`src/rtl/mba_pkg.sv`:
```
package mba_pkg;
  localparam int unsigned NCLS = 5;

  typedef enum logic [2:0] {
    CLS_DWR  = 3'd0,
    CLS_PWR  = 3'd1,
    CLS_DRD  = 3'd2,
    CLS_PRD  = 3'd3,
    CLS_FTCH = 3'd4
  } cls_e;

  localparam logic [NCLS-1:0] WRITE_MASK = 5'b00011;
  localparam logic [NCLS-1:0] READ_MASK  = 5'b11100;
endpackage

```
`src/rtl/mba_prio_pick.sv`:
```
module mba_prio_pick #(
  parameter int unsigned N = 5
) (
  input  logic [N-1:0] req,
  output logic [N-1:0] pick
);
  logic [N:0] seen;
  assign seen[0] = 1'b0;

  for (genvar i = 0; i < N; i++) begin : g_rank
    assign pick[i]   = req[i] & ~seen[i];
    assign seen[i+1] = seen[i] | req[i];
  end
endmodule

```
`src/rtl/mba_onehot_mux.sv`:
```
module mba_onehot_mux #(
  parameter int unsigned N = 5,
  parameter int unsigned W = 16
) (
  input  logic [N-1:0]   sel,
  input  logic [N*W-1:0] din,
  output logic [W-1:0]   dout
);
  logic [W-1:0] acc [N+1];
  assign acc[0] = '0;

  for (genvar i = 0; i < N; i++) begin : g_leg
    assign acc[i+1] = acc[i] | ({W{sel[i]}} & din[i*W +: W]);
  end

  assign dout = acc[N];
endmodule

```
`src/rtl/mba_conflict_det.sv`:
```
module mba_conflict_det
  import mba_pkg::*;
(
  input  logic [NCLS-1:0] req,
  output logic            bad
);
  logic write_pair;
  logic read_pair;

  assign write_pair = req[CLS_DWR] & req[CLS_PWR];
  assign read_pair  = req[CLS_PRD] & req[CLS_FTCH];
  assign bad        = write_pair | read_pair;
endmodule

```
`src/rtl/mem_bus_arbiter.sv`:
```
module mem_bus_arbiter
  import mba_pkg::*;
#(
  parameter int unsigned ADDR_W = 16,
  parameter int unsigned DATA_W = 16
) (
  input  logic                   clk,
  input  logic                   rst,
  input  logic [NCLS-1:0]        req_i,
  input  logic [NCLS*ADDR_W-1:0] req_addr_i,
  input  logic [DATA_W-1:0]      dw_wdata_i,
  input  logic [DATA_W-1:0]      pw_wdata_i,
  output logic [NCLS-1:0]        gnt_o,
  output logic [ADDR_W-1:0]      bus_addr_o,
  output logic [DATA_W-1:0]      bus_wdata_o,
  output logic                   bus_rd_o,
  output logic                   bus_wr_o,
  output logic                   conflict_o
);
  localparam int unsigned WD_FLAT = NCLS * DATA_W;

  logic [NCLS-1:0]    pick;
  logic [ADDR_W-1:0]  addr_sel;
  logic [DATA_W-1:0]  wdata_sel;
  logic [WD_FLAT-1:0] wdata_flat;
  logic               bad_pair;

  // Only the write classes carry payload; read legs feed zero.
  always_comb begin
    wdata_flat = '0;
    wdata_flat[int'(CLS_DWR)*DATA_W +: DATA_W] = dw_wdata_i;
    wdata_flat[int'(CLS_PWR)*DATA_W +: DATA_W] = pw_wdata_i;
  end

  mba_prio_pick #(.N(NCLS)) u_pick (
    .req  (req_i),
    .pick (pick)
  );

  mba_onehot_mux #(.N(NCLS), .W(ADDR_W)) u_addr_mux (
    .sel  (pick),
    .din  (req_addr_i),
    .dout (addr_sel)
  );

  mba_onehot_mux #(.N(NCLS), .W(DATA_W)) u_wdata_mux (
    .sel  (pick),
    .din  (wdata_flat),
    .dout (wdata_sel)
  );

  mba_conflict_det u_conflict (
    .req (req_i),
    .bad (bad_pair)
  );

  always_ff @(posedge clk) begin
    if (rst) begin
      gnt_o       <= '0;
      bus_addr_o  <= '0;
      bus_wdata_o <= '0;
      bus_rd_o    <= 1'b0;
      bus_wr_o    <= 1'b0;
      conflict_o  <= 1'b0;
    end else begin
      gnt_o       <= pick;
      bus_addr_o  <= addr_sel;
      bus_wdata_o <= wdata_sel;
      bus_rd_o    <= |(pick & READ_MASK);
      bus_wr_o    <= |(pick & WRITE_MASK);
      conflict_o  <= bad_pair;
    end
  end
endmodule

```
`config.mk`:
```
export PLATFORM = sky130hd
export DESIGN_NAME = mem_bus_arbiter
export DESIGN_NICKNAME = d
export VERILOG_FILES = /design/src/rtl/mba_pkg.sv /design/src/rtl/mba_prio_pick.sv /design/src/rtl/mba_onehot_mux.sv /design/src/rtl/mba_conflict_det.sv /design/src/rtl/mem_bus_arbiter.sv
export SDC_FILE = /design/constraint.sdc
export NUM_CORES = 1
export LEC_CHECK = 0
export ABC_AREA = 1
export BUFFER_PORTS_ARGS = -buffer_cell sky130_fd_sc_hd__buf_2
export CORE_ASPECT_RATIO = 1.75
export CORE_MARGIN = 8
export CORE_UTILIZATION = 34
export CTS_CLUSTER_DIAMETER = 80
export CTS_CLUSTER_SIZE = 12
export DETAILED_ROUTE_END_ITERATION = 6
export PLACE_DENSITY = 0.73
export SLEW_MARGIN = 25
export SYNTH_ARGS = -nofsm -noshare
export SYNTH_HDL_FRONTEND = slang
export SYNTH_SLANG_ARGS = --single-unit
export TNS_END_PERCENT = 100
```
`constraint.sdc`:
```
create_clock -name clk -period 1.8 [get_ports clk]
set_clock_uncertainty 0.05 [all_clocks]
set_input_delay 0.09 -clock clk [delete_from_list [all_inputs] [get_ports clk]]
set_output_delay 0.09 -clock clk [all_outputs]
set_load 0.1 [all_outputs]
```
==> results of run 1 <==
[worst max-delay path: stages]
cell and delay (ns):
buf_2 0.24, nor2_4 0.25, nand2_1 0.10, inv_2 0.25, nand2_1 0.11, nand2_1 0.07
dlygate4sd3_1 0.54
[registers in the layout, summed over array words and instances (netlist names)]
register / cells
bus_wdata_o: 16
bus_wr_o: 1
bus_addr_o: 16
gnt_o: 5
conflict_o: 1
bus_rd_o: 1
[cells in the final DEF (no fill, tap or decap)]
| cell type | synthesis | layout |
|---|---|---|
| buf_2 | 6 | 158 |
| nand2_1 | 135 | 135 |
| nand3_1 | 64 | 64 |
| dfxtp_1 | 40 | 40 |
| dlygate4sd3_1 | 0 | 34 |
| inv_1 | 19 | 19 |
| clkbuf_8 | 0 | 5 |
| inv_2 | 4 | 4 |
| nor2_4 | 3 | 3 |
| buf_4 | 4 | 3 |
| nor2_2 | 2 | 2 |
| nor2_1 | 2 | 2 |
| and2_1 | 1 | 1 |
| and3_1 | 1 | 1 |
| o21ai_0 | 1 | 1 |
| bufinv_16 | 0 | 1 |
| clkbuf_1 | 1 | 1 |
| clkinv_2 | 0 | 1 |
[stage by stage]
step | hold slack (ns) | setup slack (ns) | total power, W | instance area, um2
CTS | 0.0426 | 0.350 | 0.00252 | 3140
global route | 0.0675 | 0.221 | 0.00259 | 3140
floorplan | 0.112 | 0.751 | 0.00153 | 1870
global placement | 0.228 | 0.367 | 0.00174 | 2690
detailed placement | 0.233 | 0.308 | 0.00175 | 2690
finish | 0.0472 | 0.316 | 0.00250 | 3140
[cell type report]
type                       instances  area, um2
fill                             527       2160
timing repair buffer             195       1150
multi-input combinational        209        898
sequential                        40        801
tap                               74       92.6
inverter                          23       86.3
clock buffer                       6       72.6
clock inverter                     2       35.0
[how the worst max path moves through the flow]
stage                                end  slack, ns  cells past startpoint
final                     bus_wdata_o[7]       0.32                      7
after global routing      bus_wdata_o[7]       0.22                      7
after CTS                 bus_wdata_o[7]       0.35                      7
after detailed placement   bus_addr_o[4]       0.31                      8
after global placement    bus_addr_o[11]       0.37                      8
after floorplan            bus_addr_o[0]       0.75                      0
[per-layer routing]
layer	vias to the layer above	wire length, um	global-route usage
met2	99	4150	0.342
met1	1092	2620	0.160
met5	-	0	0
met4	0	182	0.0754
met3	14	531	0.0465
li1	1266	-	-
[power groups by stage]
stage / registers, W / clock network, W / logic [W]
finish: 0.000955 / 0.000706 / 0.000834
global placement: 0.000974 / 0 / 0.000768
global route: 0.000960 / 0.000749 / 0.000881
CTS: 0.000954 / 0.000729 / 0.000834
floorplan: 0.00139 / 0 / 0.000140
detailed placement: 0.000974 / 0 / 0.000774
[Yosys cell counts]
library cell / n / area [um2]
o21ai_0: 1 / 5.00
nor2_4: 3 / 33.8
buf_1: 2 / 7.51
and3_1: 1 / 6.26
dfxtp_1: 40 / 801
nor2_1: 2 / 7.51
clkbuf_1: 1 / 3.75
nor2_2: 2 / 12.5
nand3_1: 64 / 320
and2_1: 1 / 6.26
inv_1: 19 / 71.3
buf_4: 4 / 30.0
inv_2: 4 / 15.0
buf_2: 6 / 30.0
buf_6: 1 / 11.3
nand2_1: 135 / 507
[cell families (layout without fill, tap and decap cells)]
family	after synthesis	count (layout)	synth area share
simple gates	208	208	0.478
flops	40	40	0.429
buf+inv	37	226	0.0904
compound gates	1	1	0.00268
==> metrics.md, run 1 <==
| Metric | Value |
|---|---|
| Outcome | completed |
| Final min period | 1.48 ns |
| Pleak | around 1.8 nW |
| PD cells | 795 nW/um2 |
| H-tree Lvls | 2 |
| Largest net degree at the start of global routing | 35 |
| # resized after CTS | 0 |
| Global Route Usage Sum | 0.175 |
| Nets | 593 |
| Cells after Synth | 286 |
| Post-CTS setup buffers | 0 |
| Initial antenna violation count | 0 |
| Combinational fraction of design power | 0.334 |
| Layout cell share with drive strength beyond 1 | 0.373 |
| Iteration-0 DRC Markers | 62 |
| DR WL/cell | approximately 14 um |
| CP required | 1.98 ns |
| Initial core utilization | 0.353 |
| Total die area | around 8200 um2 |
| Io pins | approximately 160 |
| Final hold vios | 0 |
| Final wirelength | 7480 um |
| Synth Warn # | 0 |
| Clock root buffer | clkbuf_8 |
| Arrival time of the worst setup path | about 1.7 ns |
| Crit-path max FO | 20 |
| Max Cap Viol | 0 |
| VDD IR-drop max | 0.000348 V |
| Gr ovfl total | 0 |
| Remaining antenna violation count | 0 |
| Vias/cell | 4.50 |
| Startpoint Class | input pin |
| Sinks on Clock Net | 40 |
| Critical path class | input pin to register |
| Vert. Die Dim | 114 um |
| Port buffer count | 158 |
| Min-delay worst type | input pin to register |
| Int Power | 0.00158 W |
| Vias | 2,471 |
| Worst hold stages | 5 |
| Synth Net Count | 405 |
| Worst-Margin Slew | 0.672 ns |
| Hold Buf Count CTS | 34 |
| Net Sw Frac | 0.367 |
| Vias in the first global route | 2,637 |
| Max Slew Vio Count | 0 |
| CP endpoint kind | register |
| WHS Endpoint | bus_addr_o[14] |
| Peak Freq | 0.674 GHz |
| Relative slew slack | 0.551 |
| Unique cell type count in the Yosys netlist | 16 |
| CTS tree | done |
| Setup TNS | 0 ns |
| RSZ-0062 raised after global routing | no |
| Number of diodes | 0 |
| Clock power share | 0.283 |
| First-pass GRT wire length | 11,600 um |
| Switching pwr | 0.000915 W |
| Final cycle utilization of the critical path | 0.825 |
| Width of the die | 72.0 um |
| Post-synthesis sequential area ratio | 0.429 |
| Hold Startpoint | req_addr_i[62] |
| Core box area | 5300 um2 |
| Share of total power in sequential cells | 0.383 |
| Dpl hpwl | 5690 um |
| Max clock buf depth | 2 |
| Core Rows | 35 |
| Dpl cells | around 500 |
| CTS buffer count | 5 |
| Worst-path clk slew | 0.08 ns |
| Seq cells post-synth | 40 |
| CP startpoint | req_i[0] |
| P&R area growth vs syn | 68.1% |
| DRC violations left | 0 |
| Initial DRT Pass Iterations | 5 |
| Post-synthesis area per instance | between 6 and 7 um2 |
| Netlist Area Pre-Place | between 1500 and 2000 um2 |
| Final core occ | 0.592 |
| Final setup fails | 0 |
| Routability cong. | 0.839 |
| Final std cells w/o fill | about 550 |
No activity file was read; power rests on OpenSTA's default activity.
==> run 2: changes to the inputs <==
==> constraint.sdc (replaced) <==
create_clock -name clk -period 1.43 [get_ports clk]
set_clock_uncertainty 0.05 [all_clocks]
set_input_delay 0.0715 -clock clk [delete_from_list [all_inputs] [get_ports clk]]
set_output_delay 0.0715 -clock clk [all_outputs]
set_load 0.1 [all_outputs]
==> run 2 against run 1 <==
- non-clock buffer count up 3
- sequential power up 26%
- power up 19%
- hold slack worse by 0.027 ns
- core utilization up 0.17 points
- cell count up 0.55%
- flip-flop and latch count unchanged
- setup slack worse by 0.20 ns
- highest routed layer unchanged
==> metrics.md, run 2 (synthesis results as in run 1) <==
| Metric | Value |
|---|---|
| Initial DRT Pass Iterations | 4 |
| Crit-path max FO | 17 |
| Io pins | around 160 |
| Worst-path clk slew | 0.08 ns |
| First-pass GRT wire length | 12,100 um |
| Combinational fraction of design power | 0.354 |
| Critical path class | input pin to register |
| DRC violations left | 0 |
| Outcome | completed |
| Layout cell share with drive strength beyond 1 | 0.379 |
| Final setup fails | 0 |
| Core box area | 5300 um2 |
| CTS buffer count | 5 |
| Post-CTS setup buffers | 0 |
| Worst hold stages | 5 |
| Final cycle utilization of the critical path | 0.919 |
| Nets | 596 |
| Switching pwr | 0.00117 W |
| Relative slew slack | 0.659 |
| CTS tree | done |
| Share of total power in sequential cells | 0.402 |
| Port buffer count | 158 |
| Clock power share | 0.244 |
| Arrival time of the worst setup path | 1.49 ns |
| Final wirelength | ~7500 um |
| Pleak | 1.86 nW |
| Dpl ws | 0.247 ns |
| RSZ-0062 raised after global routing | no |
| Max Slew Vio Count | 0 |
| Min-delay worst type | input pin to register |
| Commonest non-fill, non-tap cells in the layout | buf_2, nand2_1, nand3_1, dfxtp_1, dlygate4sd3_1 |
| Peak Freq | 0.761 GHz |
| Max clock buf depth | 2 |
| Width of the die | 72.0 um |
| Final std cells w/o fill | 552 |
| Final core occ | 0.594 |
| Dpl cells | slightly above 500 |
| Worst-Margin Slew | 0.515 ns |
| Biggest regs | bus_addr_o (16), bus_wdata_o (16), gnt_o (5) |
| CP startpoint | req_i[0] |
| Hold Startpoint | req_addr_i[70] |
| Net Sw Frac | 0.391 |
| Global Route Usage Sum | 0.182 |
| Dpl hpwl | 5800 um |
| Number of diodes | 0 |
| Final hold vios | 0 |
| Sinks on Clock Net | 40 |
| Core Rows | 35 |
| Initial core utilization | 0.353 |
| Total Power | between 0.002 and 0.003 W |
| Routability cong. | between 0.8 and 0.9 |
| Gr ovfl total | 0 |
| PD cells | roughly 950 nW/um2 |
| Initial antenna violation count | 0 |
| Startpoint Class | input pin |
| CP required | 1.60 ns |
| VDD IR-drop max | 0.000410 V |
| Iteration-0 DRC Markers | 91 |
| Vias/cell | 4.51 |
| Int Power | 0.00182 W |
| P&R area growth vs syn | 68.5% |
| Most common cell after layout, fill and taps aside | buf_2 |
| H-tree Lvls | 2 |
| Vias in the first global route | 2,621 |
| Total die area | 8220 um2 |
| Final min period | approximately 1.3 ns |
| DR WL/cell | approximately 14 um |
| Max Cap Viol | 0 |
| Setup TNS | 0 ns |
| Remaining antenna violation count | 0 |
| Largest net degree at the start of global routing | 20 |
| Clock root buffer | clkbuf_8 |
| CP endpoint kind | register |
| Worst setup margin | 0.115 ns |
| Vias | 2,487 |
| Vert. Die Dim | 114 um |
-- run 2: cell types whose count changed in the layout (fill, tap and decap cells not counted), sizes merged --
cell / previous run / this run
clkinv: 1 / 4
clkbuf: 6 / 5
bufinv: 1 / 0
buf: 161 / 164
inv: 23 / 22
-- run 2: cell type report --
class                      count  area [um2]
inverter                      23        92.6
clock buffer                   5        68.8
multi-input combinational    209         898
timing repair buffer         198        1180
clock inverter                 3        18.8
fill                         522        2150
tap                           74        92.6
sequential                    40         801
-- run 2: power by group through the flow --
stage / logic [W] / registers (W) / clock network (W)
after floorplan: 0.000176 / 0.00175 / 0
after global placement: 0.000972 / 0.00122 / 0
after detailed placement: 0.000977 / 0.00122 / 0
after CTS: 0.00105 / 0.00120 / 0.000752
after global routing: 0.00112 / 0.00121 / 0.000795
final: 0.00106 / 0.00120 / 0.000726
-- run 2: what timing repair did --
item | in CTS | in global routing
endpoints found under the hold margin | 18 | 0
setup endpoints to repair | 0 | 16
resized for setup | 0 | 5
hold buffers | 34 | 0
-- run 2: per-stage QoR --
| stage | area (um2) | hold slack, ns |
|---|---|---|
| after floorplan | 1870 | 0.0939 |
| after global placement | 2710 | 0.206 |
| after detailed placement | 2710 | 0.214 |
| after CTS | 3140 | 0.0129 |
| after global routing | 3150 | 0.0348 |
| final | 3150 | 0.0202 |
-- run 2: worst max-delay path, stage by stage --
cell and delay [ns]:
buf_2 0.18, nor2_4 0.23, nand2_1 0.14, inv_4 0.17, nand2_1 0.07, nand2_1 0.06, dlygate4sd3_1 0.56
-- run 2: final timing paths --
check / slack [ns] / endpoint
setup / recovery: 0.12 / bus_wdata_o[11]
hold / removal: 0.02 / bus_addr_o[6]
-- run 2: per-layer routing --
metal	routed length, um	vias up	track usage
met5	0	-	0
met2	4190	107	0.355
met1	2650	1100	0.171
met4	115	0	0.0672
met3	534	9	0.0500
li1	-	1271	-
